<file path="config.mk">
export PLATFORM = sky130hd
export DESIGN_NAME = instr_predecode
export DESIGN_NICKNAME = d
export VERILOG_FILES = /design/src/rtl/predecode_pkg.sv /design/src/rtl/pd_classify.sv /design/src/rtl/pd_fields.sv /design/src/rtl/pd_nextpc.sv /design/src/rtl/instr_predecode.sv
export SDC_FILE = /design/constraint.sdc
export NUM_CORES = 1
export LEC_CHECK = 0
export BUFFER_PORTS_ARGS = -buffer_cell sky130_fd_sc_hd__buf_4
export CORE_AREA = 2 2 112 114
export DETAILED_ROUTE_END_ITERATION = 16
export DIE_AREA = 0 0 114 116
export PLACE_DENSITY = 0.58
export SYNTH_ARGS = -nofsm -noshare
export SYNTH_HDL_FRONTEND = slang
export SYNTH_SLANG_ARGS = --single-unit
</file>
<file path="constraint.sdc">
create_clock -name vclk -period 6.8
set_input_delay 1.36 -clock vclk [all_inputs]
set_output_delay 1.36 -clock vclk [all_outputs]
set_load 0.005 [all_outputs]
</file>
<file path="src/rtl/predecode_pkg.sv">
package predecode_pkg;

    localparam int unsigned NIB_W = 4;

    typedef enum logic [NIB_W-1:0] {
        OP_HALT  = 4'h0,
        OP_NOP   = 4'h1,
        OP_MOVRR = 4'h2,
        OP_MOVIR = 4'h3,
        OP_STORE = 4'h4,
        OP_LOAD  = 4'h5,
        OP_ALU   = 4'h6,
        OP_JUMP  = 4'h7,
        OP_CALL  = 4'h8,
        OP_RET   = 4'h9,
        OP_PUSH  = 4'hA,
        OP_POP   = 4'hB,
        OP_ADDI  = 4'hC
    } op_e;

    typedef enum logic [1:0] {
        ST_OK   = 2'd0,
        ST_HALT = 2'd1,
        ST_ADDR = 2'd2,
        ST_ILL  = 2'd3
    } fetch_st_e;

    localparam logic [NIB_W-1:0] REG_NONE = 4'hF;
    localparam logic [NIB_W-1:0] OP_LAST  = 4'hC;

    typedef struct packed {
        logic [NIB_W-1:0] op;
        logic [NIB_W-1:0] fn;
        logic             has_regs;
        logic             has_const;
        logic             legal;
    } op_info_t;

    function automatic logic op_has_regs(input logic [NIB_W-1:0] op);
        case (op)
            OP_MOVRR, OP_MOVIR, OP_STORE, OP_LOAD,
            OP_ALU, OP_PUSH, OP_POP, OP_ADDI: return 1'b1;
            default:                          return 1'b0;
        endcase
    endfunction

    function automatic logic op_has_const(input logic [NIB_W-1:0] op);
        case (op)
            OP_MOVIR, OP_STORE, OP_LOAD,
            OP_JUMP, OP_CALL, OP_ADDI: return 1'b1;
            default:                   return 1'b0;
        endcase
    endfunction

endpackage

</file>
<file path="src/rtl/pd_classify.sv">
module pd_classify
    import predecode_pkg::*;
(
    input  logic [7:0] first_byte,
    input  logic       mem_err,
    output op_info_t   info
);
    always_comb begin
        if (mem_err) begin
            info.op = OP_NOP;
            info.fn = '0;
        end else begin
            info.op = first_byte[7:4];
            info.fn = first_byte[3:0];
        end
        info.has_regs  = op_has_regs(info.op);
        info.has_const = op_has_const(info.op);
        info.legal     = (info.op <= OP_LAST);
    end
endmodule

</file>
<file path="src/rtl/pd_fields.sv">
module pd_fields
    import predecode_pkg::*;
#(
    parameter int unsigned WORD_W = 64,
    localparam int unsigned CBYTES = WORD_W / 8,
    localparam int unsigned WBYTES = CBYTES + 2
) (
    input  logic [8*WBYTES-1:0] win,
    input  op_info_t            info,
    output logic [NIB_W-1:0]    reg_a,
    output logic [NIB_W-1:0]    reg_b,
    output logic [WORD_W-1:0]   konst
);
    logic [WORD_W-1:0] near_word;
    logic [WORD_W-1:0] far_word;

    for (genvar b = 0; b < CBYTES; b++) begin : g_cbyte
        assign near_word[8*b +: 8] = win[8*(b+1) +: 8];
        assign far_word[8*b +: 8]  = win[8*(b+2) +: 8];
    end

    always_comb begin
        reg_a = REG_NONE;
        reg_b = REG_NONE;
        if (info.has_regs) begin
            reg_a = win[15:12];
            reg_b = win[11:8];
        end
        if (!info.has_const)     konst = '0;
        else if (info.has_regs)  konst = far_word;
        else                     konst = near_word;
    end
endmodule

</file>
<file path="src/rtl/pd_nextpc.sv">
module pd_nextpc
    import predecode_pkg::*;
#(
    parameter int unsigned ADDR_W = 64,
    parameter int unsigned WORD_W = 64,
    localparam int unsigned CBYTES = WORD_W / 8
) (
    input  logic [ADDR_W-1:0] pc,
    input  op_info_t          info,
    output logic [ADDR_W-1:0] next_pc,
    output fetch_st_e         status,
    input  logic              mem_err
);
    logic [ADDR_W-1:0] step;

    always_comb begin
        step = ADDR_W'(1);
        if (info.has_regs)  step = step + ADDR_W'(1);
        if (info.has_const) step = step + ADDR_W'(CBYTES);
        next_pc = pc + step;

        if (mem_err)              status = ST_ADDR;
        else if (!info.legal)     status = ST_ILL;
        else if (info.op == OP_HALT) status = ST_HALT;
        else                      status = ST_OK;
    end
endmodule

</file>
<file path="src/rtl/instr_predecode.sv">
module instr_predecode
    import predecode_pkg::*;
#(
    parameter int unsigned ADDR_W = 64,
    parameter int unsigned WORD_W = 64,
    localparam int unsigned WBYTES = WORD_W / 8 + 2
) (
    input  logic [ADDR_W-1:0]   pc,
    input  logic [8*WBYTES-1:0] win,
    input  logic                imem_err,
    output logic [3:0]          opcode,
    output logic [3:0]          func,
    output logic [3:0]          reg_a,
    output logic [3:0]          reg_b,
    output logic [WORD_W-1:0]   konst,
    output logic [ADDR_W-1:0]   next_pc,
    output logic                instr_ok,
    output logic [1:0]          status
);
    op_info_t  info;
    fetch_st_e st;

    pd_classify u_cls (
        .first_byte (win[7:0]),
        .mem_err    (imem_err),
        .info       (info)
    );

    pd_fields #(.WORD_W(WORD_W)) u_fld (
        .win   (win),
        .info  (info),
        .reg_a (reg_a),
        .reg_b (reg_b),
        .konst (konst)
    );

    pd_nextpc #(.ADDR_W(ADDR_W), .WORD_W(WORD_W)) u_npc (
        .pc      (pc),
        .info    (info),
        .next_pc (next_pc),
        .status  (st),
        .mem_err (imem_err)
    );

    assign opcode   = info.op;
    assign func     = info.fn;
    assign instr_ok = info.legal;
    assign status   = st;
endmodule

</file>
==> results.ini <==
[status]
status=completed

[critical_path]
crit_slowest_cell=buf_4
crit_cells=13
critPathTopFamily=simple AND/OR/NAND/NOR gates
path_buf_inv=4
cp-endpoint=next_pc[36]
cp-end-kind=output pin
critPathMaxStageDelay_ns=0.54
crit_arrival_ns=4.53
startpoint_type=input port
cp_max_fo=65
crit_chain=buf_4, nor2_1, nor3b_1, o21bai_4, buf_4, inv_1, ha_1, nand3b_1, a211oi_2, nand3_2, nor4_1, xor2_1, buf_4
crit_type=input port to output pin
required_ns=5.44
cp_common_cell=buf_4
startpoint=win[6]

[power_and_ir_drop]
power_uw=277
p_per_area_nw_per_um2=57.1
max-vdd-ir-drop_mv=0.0244
power_leakage_uw=0.00246

[cts]
cts_hold_buf=0
cts_setup_buffers=0
cts-resized-gates=0

[synthesis]
avgSynthCellArea_um2=5.50
syn_area_um2=2550
synthCells=463
ys_warn_count=0
ys_seq_area_share_pct=0
synth_nets=612
ys_types=42

[timing]
slew_violations=0
max_freq_ghz=0.170
finalSetupViolations=0
worst_pin_slew_ns=0.729
rsz0062_at_grt=no
min_period_ns=5.89
finalHoldViolations=0
fin_crit_sh_pct=86.6
tns_ns=0
slew_headroom_pct=51.4

[cells_and_area]
areaGrowthSynthToFinish_pct=90.1
n_sequential_cell=0
seqCellArea_um2=0
fillers=1295
fin_nets=882
antenna_cells=0
stdcell_count=878
layout-drive-gt1-share_pct=43.5
clock_buffers=0

[routing]
dr.pass1.iters=4
drc=0
wl_per_cell_um=16.7
routed_via_density=4.73
wl_mm=14.6
vias=4157
postRouteAntennaNets=0
drt_iter0_drc=370

[die]
start_util_pct=21.4
dieHeight_um=116
core_area_um2=11900
num_rows=40
die_x_um=114
ios=292
die-area_um2=13200

[grt]
grt_busiest_layer=met2
grt.total_usage_pct=19.8
met1_usage_pct=22.9
use_met3_pct=4.18
use_met2_pct=38.4
first_global_vias=3887
grt-ovfl-total=0
grt_pass1_wl_mm=21.0
grt_start_max_net_pins=74
antenna_found_initial=0

[placement]
gp_congestion=0.871
dpl.cell_count=878
port_buffers=292
dpl.hpwl_mm=12.5

[run]
maxCapViolations=0

[hold_path]
hp-class=input port to output pin

cell families after synthesis:
kind of cell	after synthesis	synth area share (%)
and+or+nand+nor	282	54.3
adders and majority gates	4	2.26
xor gates and xnor gates	62	21.3
buffers and inverters	42	6.82
AOI/OAI and AO/OA	73	15.3
worst min-delay path by stage:
stage          cells after the start     endpoint  slack, ns    from
5_1_grt                            3  next_pc[63]       2.99  pc[63]
3_3_place_gp                       3  next_pc[63]       2.98  pc[63]
3_5_place_dp                       3  next_pc[63]       2.98  pc[63]
4_1_cts                            3  next_pc[63]       2.98  pc[63]
6_report                           3  next_pc[63]       2.98  pc[63]
2_1_floorplan                      1  next_pc[10]       2.78  pc[10]
metal layers:
metal	vias to the layer above	part of all wire [%]	wire length, um
met5	-	0	0
met4	0	1.5	216
met3	10	7.8	1150
met2	193	53	7700
met1	1862	38	5590
li1	2092	-	-
cells in the mapped netlist, types with 5 or more instances:
library cell / count / share of area [%]
nor3_2: 5 / 2.0
clkbuf_1: 21 / 3.1
xor2_1: 39 / 13
nand4_1: 17 / 4.2
nand2_1: 151 / 22
nor4_1: 11 / 2.7
nor2_1: 23 / 3.4
nor2b_1: 7 / 1.7
nand3_1: 20 / 3.9
nor3_1: 16 / 3.1
a21oi_1: 66 / 13
xnor2_1: 23 / 7.9
nand2b_1: 9 / 2.2
inv_1: 15 / 2.2
metrics by stage:
| stage | worst slack (ns) | hold slack, ns | cell area [um2] | util [%] |
|---|---|---|---|---|
| after floorplan | 1.57 | 2.78 | 2550 | - |
| after global placement | 0.955 | 2.98 | 4850 | 40.7 |
| after detailed placement | 0.874 | 2.98 | 4850 | 40.7 |
| after CTS | 0.866 | 2.98 | 4850 | 40.7 |
| after global routing | 0.623 | 2.99 | 4850 | 40.7 |
| final | 0.913 | 2.98 | 4850 | 40.7 |
cell usage in the layout (no fill, tap or decap), drive strengths merged, types with 3 or more instances in the layout:
master and count:
or2 4, buf 295, nor2 23, ha 3
nand2b 9, inv 15, nand2 151, xnor2 23
nor2b 7, nor4 13, nand4 19, nor3 21
nand3 22, xor2 39, and3 5, a21oi 66
power breakdown:
group / internal (uW) / leakage, uW / total (uW) / switching (uW)
sequential: 0 / 0 / 0 / 0
clock: 0 / 0 / 0 / 0
combinational: 146 / 0.00246 / 277 / 131
total: 146 / 0.00246 / 277 / 131
final cells by class:
| class | instances | area, um2 | share of cell area (%) |
|---|---|---|---|
| repair buffers | 295 | 2210 | 45.7 |
| inverters | 15 | 56.3 | 1.16 |
| well taps | 147 | 184 | 3.80 |
| multi-input cells | 421 | 2390 | 49.3 |
No activity file was read; power rests on OpenSTA's default activity.
